$ cat src/rtl/lts_pkg.sv
// Package: shared event type for the low-toggle stage.
// Assumes: nothing beyond a single clock domain.
package lts_pkg;

    // Per-cycle events decided by the occupancy control.
    typedef struct packed {
        logic load;   // new instruction captured this edge
        logic drain;  // occupant leaves downstream this edge
        logic kill;   // occupant discarded by flush this edge
    } stage_ev_t;

    // Number of lanes needed to cover a payload of the given width.
    function automatic int lane_count(input int width, input int lane_w);
        return (width + lane_w - 1) / lane_w;
    endfunction

endpackage

$ cat src/rtl/lts_valid_ctrl.sv
// Module: occupancy flag and handshake decode for one pipeline stage.
// Assumes: rst_n is synchronous and active low; flush overrides loading.
module lts_valid_ctrl
    import lts_pkg::*;
(
    input  logic      clk,
    input  logic      rst_n,
    input  logic      flush,
    input  logic      in_valid,
    input  logic      out_ready,
    output logic      in_ready,
    output logic      occ_q,
    output stage_ev_t ev
);

    // Decode acceptance, departure and kill from the handshake.
    always_comb begin
        in_ready = !flush && (!occ_q || out_ready);
        ev.load  = in_valid && in_ready;
        ev.drain = occ_q && out_ready;
        ev.kill  = flush;
    end

    // Occupancy flag: reset and flush clear, load sets, departure clears.
    always_ff @(posedge clk) begin
        if (!rst_n) begin
            occ_q <= 1'b0;
        end else if (ev.kill) begin
            occ_q <= 1'b0;
        end else if (ev.load) begin
            occ_q <= 1'b1;
        end else if (ev.drain) begin
            occ_q <= 1'b0;
        end
    end

endmodule

$ cat src/rtl/lts_payload_reg.sv
// Module: payload register without reset, split into lanes with a shared load enable.
// Assumes: consumers qualify the contents with the occupancy flag; no reset exists here.
module lts_payload_reg #(
    parameter int WIDTH  = 64,
    parameter int LANE_W = 16
) (
    input  logic             clk,
    input  logic             load,
    input  logic [WIDTH-1:0] d,
    output logic [WIDTH-1:0] q
);

    localparam int LANES = lts_pkg::lane_count(WIDTH, LANE_W);

    for (genvar g = 0; g < LANES; g++) begin : g_lane
        localparam int LO = g * LANE_W;
        localparam int HI = (LO + LANE_W > WIDTH) ? WIDTH - 1 : LO + LANE_W - 1;

        // Lane storage: capture only on load, otherwise keep the old bits.
        always_ff @(posedge clk) begin
            if (load) begin
                q[HI:LO] <= d[HI:LO];
            end
        end
    end

endmodule

$ cat src/rtl/lowtoggle_stage.sv
// Module: pipeline stage register with a reset occupancy flag and an unreset payload.
// Assumes: downstream ignores out_data while out_valid is low.
module lowtoggle_stage #(
    parameter int PAYLOAD_W = 64,
    parameter int LANE_W    = 16
) (
    input  logic                 clk,
    input  logic                 rst_n,
    input  logic                 flush,
    input  logic                 in_valid,
    output logic                 in_ready,
    input  logic [PAYLOAD_W-1:0] in_data,
    output logic                 out_valid,
    input  logic                 out_ready,
    output logic [PAYLOAD_W-1:0] out_data
);

    lts_pkg::stage_ev_t ev;
    logic               occ_q;

    lts_valid_ctrl u_ctrl (
        .clk       (clk),
        .rst_n     (rst_n),
        .flush     (flush),
        .in_valid  (in_valid),
        .out_ready (out_ready),
        .in_ready  (in_ready),
        .occ_q     (occ_q),
        .ev        (ev)
    );

    lts_payload_reg #(
        .WIDTH  (PAYLOAD_W),
        .LANE_W (LANE_W)
    ) u_payload (
        .clk  (clk),
        .load (ev.load),
        .d    (in_data),
        .q    (out_data)
    );

    // Present the occupancy flag downstream.
    always_comb out_valid = occ_q;

endmodule

$ cat config.mk
export PLATFORM = sky130hd
export DESIGN_NAME = lowtoggle_stage
export DESIGN_NICKNAME = d
export VERILOG_FILES = /design/src/rtl/lts_pkg.sv /design/src/rtl/lts_valid_ctrl.sv /design/src/rtl/lts_payload_reg.sv /design/src/rtl/lowtoggle_stage.sv
export SDC_FILE = /design/constraint.sdc
export NUM_CORES = 1
export LEC_CHECK = 0
export ABC_AREA = 1
export BUFFER_PORTS_ARGS = -buffer_cell sky130_fd_sc_hd__buf_2
export CORE_AREA = 2 2 71 73
export DETAILED_ROUTE_END_ITERATION = 8
export DIE_AREA = 0 0 73 75
export PLACE_DENSITY = 0.81
export SKIP_LAST_GASP = 1
export SYNTH_ARGS = -nofsm -noshare
export SYNTH_HDL_FRONTEND = slang
export SYNTH_SLANG_ARGS = --single-unit
$ cat constraint.sdc
create_clock -name clk -period 7.3 [get_ports clk]
set_clock_uncertainty 0.2 [all_clocks]
set_input_delay 0.365 -clock clk [delete_from_list [all_inputs] [get_ports clk]]
set_output_delay 0.365 -clock clk [all_outputs]
set_load 0.02 [all_outputs]
### After elaboration in Yosys (flattened, before gate mapping)

Cells that the tools add are included.

| word-level totals | value |
|---|---|
| flip-flop bits (word level) | 65 |
| input port bits | 69 |
| logic and storage cells | 16 |

| operators by class | value |
|---|---|
| multiplexer cells | 2 |
| bitwise gates (word level) | 1 |
| reductions and logical operators | 8 |

Operators by type and width:

| operator | count |
|---|---|
| 1-bit logical AND | 3 |
| 1-bit zero test | 2 |
| 1-bit two-way mux | 2 |
| 2-bit nonzero test | 1 |
| 2-bit OR reduction | 1 |
| 1-bit logical OR | 1 |
| 1-bit NOT | 1 |

### Longest topological paths before layout

Gate-level depths: netlist of the first run.

| logic depth | value |
|---|---|
| depth after elaboration | 5 |
| depth in mapped cells | 4 |

### Hierarchy

A second synthesis of the first run with hierarchy kept.

| second synthesis, totals | value |
|---|---|
| cells, all modules | 77 |
| area total of the unflattened synthesis | 1,999.4 um2 |

By module, submodules not included:

| module | times used | cells each | area an instance (um2) |
|---|---|---|---|
| lts_payload_reg | 1 | 64 | 1,921.8 |
| lts_valid_ctrl | 1 | 13 | 77.6 |

### Worst setup path before layout of the first run

No wires, ideal clock.

| timing path | value |
|---|---|
| path type | register -> register |
| start | reg u_ctrl.occ_q |
| end | reg u_payload.q[0], enable pin |
| data arrival time | 2.176 ns |
| setup slack | 4.489 ns |
| stages on the path, launching flop included | 4 |
| buffers on the path | 0 |
| cell sequence | dfxtp_1 nand2_2 nand2_2 nor2_2 |

| between the ends | value |
|---|---|
| word-level cells in the longest chain between the ends | 4 |

RTL lines:

| what | RTL line | source |
|---|---|---|
| start: declaration | lts_valid_ctrl.sv:12 | `output logic occ_q,` |
| start signal: assignment | lts_valid_ctrl.sv:27 | `occ_q <= 1'b0;` |
| start signal: assignment | lts_valid_ctrl.sv:29 | `occ_q <= 1'b0;` |
| start signal: assignment | lts_valid_ctrl.sv:31 | `occ_q <= 1'b1;` |
| 1-bit zero test | lts_valid_ctrl.sv:18 | `in_ready = !flush && (!occ_q \|\| out_ready);` |
| 1-bit logical OR | lts_valid_ctrl.sv:18 |  |
| 1-bit logical AND | lts_valid_ctrl.sv:18 |  |
| 1-bit logical AND | lts_valid_ctrl.sv:19 | `ev.load = in_valid && in_ready;` |
| net u_payload.load | lts_payload_reg.sv:8 | `input logic load,` |
| end signal: indexed assignment | lts_payload_reg.sv:22 | `q[HI:LO] <= d[HI:LO];` |
| end: declaration | lts_payload_reg.sv:10 | `output logic [WIDTH-1:0] q` |

The timed path passes the listed nets, and every way through them passes these cells.
A chain may end at the register's enable or synchronous reset.

### Final worst setup path of the first run

| timing path | value |
|---|---|
| start | reg u_ctrl.occ_q |
| end | reg u_payload.q[37], enable pin |

The elaborated chain is that of the path after synthesis.

==> parameters.txt, run 1 <==
Parameter                              Value

GRT
  Number of global-route vias before repair    about 1.4k
  Largest net degree at the start of global routing    35
  Number of antenna violations at the first check in global routing    1
  Global-route usage over all layers    18.2%
  Gr ovfl total    0
  First-pass GRT wire length    6820 um

Setup path
  Data arrival time of the critical path    1.99 ns
  Largest driver fanout on the critical path    34
  Kind of launch point of the worst setup path    flop
  Endpoint required time on the critical path    7.08 ns
  Category of the most critical setup path    reg -> reg
  Kind of capture point of the worst setup path    flop

STA
  Setup TNS    0 ns
  Period minus WS final    2.21 ns
  Final setup violating endpoints    0
  Count of pins over their slew limit    0
  Normalized max-slew margin    a little over two fifths
  Maximum achievable frequency    around 0.45 GHz
  Setup repair after global routing missed its margin    false
  Final Hold Fails    0
  Period Utilization, post-route    30.3%
  Transition at the pin with the smallest max-transition slack    about 0.85 ns

Detailed routing
  Routed length per instance    15.4 um
  Total DRC errors in the routed layout    0
  Vias    around 1.4k
  Sum of routed wire segments on met1    1820 um
  Routed via count divided by cell count    between 4 and 5
  Detail Route met3 WL    480 um
  Starting DRT DRC Count    86
  Total wirelength of the detailed-routed design    ~4900 um
  Uppermost signal routing layer after detailed routing    met5
  Number of nets still failing antenna checks after routing    0
  Met2 WL    2540 um
  1st-pass router iterations    4

Power
  Static Leakage    1.44 nW
  Power density cells    approximately 240 nW/um^2
  Peak supply drop    between 0.1 and 0.15 mV

Run status
  Result of the run    finished, final reports clean

Synth
  Number of cells produced by synthesis    74
  Per-instance average area after synthesis    ~27 um^2
  Synthesized flop and latch total    65
  Synth warn    0
  Net Count, Synth    about 140
  Sequential area share after synthesis    97.7%
  Post-synthesis cell type count    7
  Cell area after synthesis    between 1500 and 2000 um^2

Die
  Row Count    25
  Die height    75 um
  Total Die Area    5480 um^2
  Total core area    4660 um^2
  Initial Utilization    42.7%
  Count of pins on the block boundary    about 140
  Die outline width    roughly 73 um

Run
  Max Cap Violations    0

Cells and area
  Post-layout net count    330
  Synthesis-to-layout area growth    67.2%
  Number of cells in the finished layout apart from fillers    319
  Commonest non-fill, non-tap cell in the layout    sky130_fd_sc_hd__buf_2
  Fill count    296
  Diodes inserted    0
  Combined flip-flop and latch cell area    1940 um^2
  Most used cells in the layout excluding fill and tap cells    134 x sky130_fd_sc_hd__buf_2, 64 x sky130_fd_sc_hd__edfxtp_1, 41 x sky130_fd_sc_hd__dlygate4sd3_1, 9 x sky130_fd_sc_hd__clkbuf_8, 4 x sky130_fd_sc_hd__inv_1
  Layout cell share with drive strength beyond 1    57.0%
  Area of the multi-input gates    36.3 um^2

Placement
  Count of buffers from port buffering    134
  Routability congestion estimate from global placement    0.685
  Instance count after placement with tap cells included    263
  Detailed Place HPWL    2930 um

Clock network
  Number of gates given a new drive strength after cts    0
  Root buffer cell    sky130_fd_sc_hd__clkbuf_8
  Number of sinks handled by clock tree synthesis    65
  Max H-tree Level    3
  TritonCTS Buffers    9
  Clk buf depth    2
  Clock tree from TritonCTS    yes
  Clock latency of the later-clocked register in the worst-skew pair    0.32 ns
  Clock slew at the register clock pins of the worst setup and hold paths    0.07 ns

Min path
  Hold crit path type    in -> reg
==> report_power, final <==
group	switching, mW	total [mW]	leakage, nW	internal (mW)
logic	0.0419	0.0797	0.738	0.0378
clock network	0.125	0.277	0.0910	0.152
registers	0.00365	0.433	0.607	0.429
==> worst max-delay path: stages (launching register included) <==
cell and delay [ns]:
sky130_fd_sc_hd__dfxtp_1 0.32, sky130_fd_sc_hd__nand2_2 0.09, sky130_fd_sc_hd__nand2_2 0.08, sky130_fd_sc_hd__nor2_4 0.65, sky130_fd_sc_hd__buf_4 0.51
==> kinds of logic after synthesis <==
group           Yosys count  synth area share (%)
buf+inv                   4                 0.755
simple gates              4                  1.13
flops                    65                  97.7
compound gates            1                 0.441
==> final timing paths <==
check / startpoint / endpoint / slack, ns / depth (start not counted)
worst min register to register: u_ctrl.occ_q$_SDFFE_PP0P_ / u_ctrl.occ_q$_SDFFE_PP0P_ / 0.30 / 2
worst max register to register: u_ctrl.occ_q$_SDFFE_PP0P_ / u_payload.q[37]$_DFFE_PP_ / 5.09 / 4
worst min-delay path: in_data[28] / u_payload.q[28]$_DFFE_PP_ / 0.02 / 1
worst max-delay path: u_ctrl.occ_q$_SDFFE_PP0P_ / u_payload.q[37]$_DFFE_PP_ / 5.09 / 4
==> registers in the layout, summed over array words and instances (netlist names) <==
signal	count
u_ctrl.occ_q	1
u_payload.q	64
==> per-layer routing <==
metal  vias to the layer above  GRT usage (%)
met5                         -              0
met4                         2           10.5
met3                         6           7.90
met2                        86           28.4
met1                       646           21.0
li1                        659              -
==> cell usage after synthesis <==
cell / count / area share (%)
sky130_fd_sc_hd__nor2_2: 1 / 0.31
sky130_fd_sc_hd__nand2_2: 2 / 0.63
sky130_fd_sc_hd__a21oi_2: 1 / 0.44
sky130_fd_sc_hd__inv_1: 4 / 0.75
sky130_fd_sc_hd__edfxtp_1: 64 / 97
sky130_fd_sc_hd__dfxtp_1: 1 / 1.0
sky130_fd_sc_hd__nand2_1: 1 / 0.19
==> cell type report <==
class                   instances  share of cell area (%)
clock buffers                  10                    3.84
clock inverters                 5                    1.43
inverters                       4                   0.452
multi-input cells               5                    1.09
flip-flops and latches         65                    58.4
well taps                      54                    2.03
repair buffers                176                    32.7
==> stage by stage <==
step	power (mW)	area [um^2]	utilization [%]	hold slack, ns	setup WS [ns]
2_1_floorplan	0.469	1990	-	0.264	4.49
3_3_place_gp	0.500	2740	58.8	0.271	5.00
3_5_place_dp	0.503	2740	58.8	0.288	4.91
4_1_cts	0.787	3210	69.0	0.0000565	5.08
5_1_grt	0.821	3320	71.3	0.0000783	4.95
6_report	0.790	3320	71.3	0.0169	5.09
==> repair_timing <==
action,4_1_cts,5_1_grt
setup endpoints to repair,0,0
buffers inserted,0,0
hold endpoints to repair,30,11
hold buffers,30,11
No activity file was read; power rests on OpenSTA's default activity.
==> inputs of run 2 (changes only) <==
--- a/config.mk
+++ b/config.mk
@@ -7,10 +7,10 @@
 export LEC_CHECK = 0
 export ABC_AREA = 1
 export BUFFER_PORTS_ARGS = -buffer_cell sky130_fd_sc_hd__buf_2
-export CORE_AREA = 2 2 71 73
+export CORE_AREA = 2 2 74 76
 export DETAILED_ROUTE_END_ITERATION = 8
-export DIE_AREA = 0 0 73 75
-export PLACE_DENSITY = 0.81
+export DIE_AREA = 0 0 76 78
+export PLACE_DENSITY = 0.76
 export SKIP_LAST_GASP = 1
 export SYNTH_ARGS = -nofsm -noshare
 export SYNTH_HDL_FRONTEND = slang
==> constraint.sdc (replaced) <==
create_clock -name clk -period 2.15 [get_ports clk]
set_clock_uncertainty 0.2 [all_clocks]
set_input_delay 0.1075 -clock clk [delete_from_list [all_inputs] [get_ports clk]]
set_output_delay 0.1075 -clock clk [all_outputs]
set_load 0.02 [all_outputs]
==> run 2 against run 1 <==
Against the previous run:
- clock power rose to 3.8 times the previous value
- non-clock buffer count is 27 higher
- clock-buffer cell count up 1
- global-route usage grew 2.8 points
- critical path depth grew 2
- sequential share of layout area fell by 5.0 points
- via count is 11% higher
- register-to-register slack worse by 4.5 ns
- power grew to 3.6 times the previous value
- flip-flop and latch count stayed put
- cell area grew 9.4%
- first-iteration DRC count down 24%
==> parameters.txt, run 2 (same netlist as run 1, synthesis figures left out) <==
Parameter                              Value

Die
  Initial Utilization    39.4%
  Row Count    26
  Die height    78 um
  Total core area    5040 um^2
  Count of pins on the block boundary    135
  Total Die Area    5930 um^2
  Die outline width    76 um

Run status
  Result of the run    finished, final reports clean

Setup path
  Flop-to-flop setup slack    approximately 0.62 ns
  Kind of capture point of the worst setup path    flop
  Startpoint of the worst register-to-register path    u_ctrl.occ_q$_SDFFE_PP0P_
  Largest delay share family, worst path    buffers and inverters
  Data arrival time of the critical path    2.02 ns
  Largest driver fanout on the critical path    1
  Slowest CP cell    sky130_fd_sc_hd__dlygate4sd3_1
  Total number of cells along the worst setup path    6
  Endpoint of the worst register-to-register path    u_payload.q[20]$_DFFE_PP_
  Number of buffers and inverters on the critical path    4
  Endpoint required time on the critical path    2.17 ns
  Cell depth of the worst flop-to-flop path    4
  Cell breakdown of the critical path    dlygate4sd3_1 > buf_2 > nand2_1 > dlygate4sd3_1 > a21oi_2 > dlygate4sd3_1
  Most Frequent Cell on Critical Path    sky130_fd_sc_hd__dlygate4sd3_1
  Largest stage delay on the critical path    around 0.58 ns
  Kind of launch point of the worst setup path    input pin
  Category of the most critical setup path    in -> reg

Cells and area
  Number of cells in the finished layout apart from fillers    362
  Registers with the most flip-flops    u_payload.q: 64 flops, u_ctrl.occ_q: 1 flops
  Layout cell share with drive strength beyond 1    about 52%
  Post-layout net count    between 300 and 400
  Top reg by flops    u_payload.q
  Fill count    328
  Most used cells in the layout excluding fill and tap cells    134 x sky130_fd_sc_hd__buf_2, 67 x sky130_fd_sc_hd__dlygate4sd3_1, 64 x sky130_fd_sc_hd__edfxtp_1, 9 x sky130_fd_sc_hd__clkbuf_8, 4 x sky130_fd_sc_hd__inv_1
  Synthesis-to-layout area growth    82.9%
  Flip-flop count of the largest register after layout    64
  Diodes inserted    0
  Commonest non-fill, non-tap cell in the layout    sky130_fd_sc_hd__buf_2

GRT
  Number of global-route vias before repair    1,739
  Global-route usage over all layers    21.0%
  First-pass GRT wire length    9090 um
  Largest net degree at the start of global routing    33
  Number of antenna violations at the first check in global routing    0
  Gr ovfl total    0

STA
  Final Hold Fails    0
  Setup TNS    0 ns
  Normalized max-slew margin    about three quarters
  Period minus WS final    around 2.0 ns
  Period Utilization, post-route    93.0%
  Transition at the pin with the smallest max-transition slack    ~0.4 ns
  Hold slack final    0.285 ns
  Count of pins over their slew limit    0
  Maximum achievable frequency    ~0.50 GHz
  Final setup violating endpoints    0
  Setup repair after global routing missed its margin    false

Detailed routing
  Sum of routed wire segments on met1    2160 um
  Vias    1,550
  Total DRC errors in the routed layout    0
  Routed via count divided by cell count    4.28
  Starting DRT DRC Count    65
  Number of nets still failing antenna checks after routing    0
  Met2 WL    3240 um
  1st-pass router iterations    4
  Routed length per instance    ~17 um
  Total wirelength of the detailed-routed design    6030 um
  Uppermost signal routing layer after detailed routing    met4
  Detail Route met3 WL    between 500 and 600 um

Clock network
  TritonCTS Buffers    9
  Clock tree from TritonCTS    yes
  Max H-tree Level    3
  Root buffer cell    sky130_fd_sc_hd__clkbuf_8
  Clock slew at the register clock pins of the worst setup and hold paths    0.07 ns
  Clock latency of the later-clocked register in the worst-skew pair    about 0.32 ns
  Clk buf depth    2
  Number of sinks handled by clock tree synthesis    65
  Number of gates given a new drive strength after cts    0

Power
  Clock share of power    37.3%
  Internal Power    2.26 mW
  Switching share of total power    20.8%
  Combinational cell fraction of total power    between 10 and 15%
  Peak supply drop    0.454 mV
  Power density cells    784 nW/um^2
  Switching power summed over all nets    593 uW
  Static Leakage    ~1.6 nW
  Relative contribution of sequential cells to total power    51.6%

Placement
  Instance count after placement with tap cells included    280
  Count of buffers from port buffering    134
  Detailed Place HPWL    3180 um
  Routability congestion estimate from global placement    roughly 0.68

Run
  Max Cap Violations    0

Min path
  Worst hold path stage count    2
  Worst min-delay path endpoint    u_payload.q[12]$_DFFE_PP_
  Hold crit path type    in -> reg
  Hold wc startpoint    in_data[12]
run 2: cell types whose count changed in the layout (fill, tap and decap cells not counted), sizes merged:
cell,before,now
clkbuf,10,11
clkinv,4,2
dlygate4sd3,41,67
bufinv,1,2
buf,135,136
run 2: how the worst max path moves through the flow:
stage                              startpoint  slack [ns]                        end
global placement    u_ctrl.occ_q$_SDFFE_PP0P_        0.72  u_payload.q[25]$_DFFE_PP_
CTS                                     rst_n        0.19  u_ctrl.occ_q$_SDFFE_PP0P_
detailed placement  u_ctrl.occ_q$_SDFFE_PP0P_        0.67  u_payload.q[36]$_DFFE_PP_
finish                                  rst_n        0.15  u_ctrl.occ_q$_SDFFE_PP0P_
floorplan           u_ctrl.occ_q$_SDFFE_PP0P_        0.05   u_payload.q[0]$_DFFE_PP_
global route                            rst_n        0.12  u_ctrl.occ_q$_SDFFE_PP0P_
run 2: area by class of cell:
class / count / area, um^2 / area share, %
clock buffers: 11 / 131 / 3.61
clock inverters: 4 / 68.8 / 1.89
inverters: 4 / 15.0 / 0.413
multi-input cells: 5 / 36.3 / 0.998
flip-flops and latches: 65 / 1940 / 53.4
well taps: 70 / 87.6 / 2.41
repair buffers: 203 / 1360 / 37.3
run 2: power by group through the flow:
stage	sequential, mW	clock [mW]	combinational [mW]
5_1_grt	1.48	1.14	0.334
6_report	1.47	1.06	0.317
3_5_place_dp	1.50	0	0.214
2_1_floorplan	1.57	0	0.0261
4_1_cts	1.47	1.08	0.307
3_3_place_gp	1.49	0	0.210
run 2: through the flow:
step / total power [mW] / setup slack [ns] / utilization [%] / cell area (um^2)
6_report: 2.85 / 0.151 / 72.1 / 3640
5_1_grt: 2.95 / 0.123 / 72.1 / 3640
4_1_cts: 2.85 / 0.194 / 72.1 / 3640
3_5_place_dp: 1.71 / 0.673 / 54.9 / 2770
3_3_place_gp: 1.70 / 0.719 / 54.9 / 2770
2_1_floorplan: 1.59 / 0.0517 / - / 1990
run 2: metal layers:
metal | up-vias | track usage (%)
li1 | 714 | -
met1 | 720 | 22.1
met4 | 0 | 10.2
met2 | 102 | 37.6
met5 | - | 0
met3 | 14 | 7.21
run 2: timing repair:
item,4_1_cts,5_1_grt
hold buffers,67,0
endpoints found under the hold margin,65,0
buffers inserted,0,0
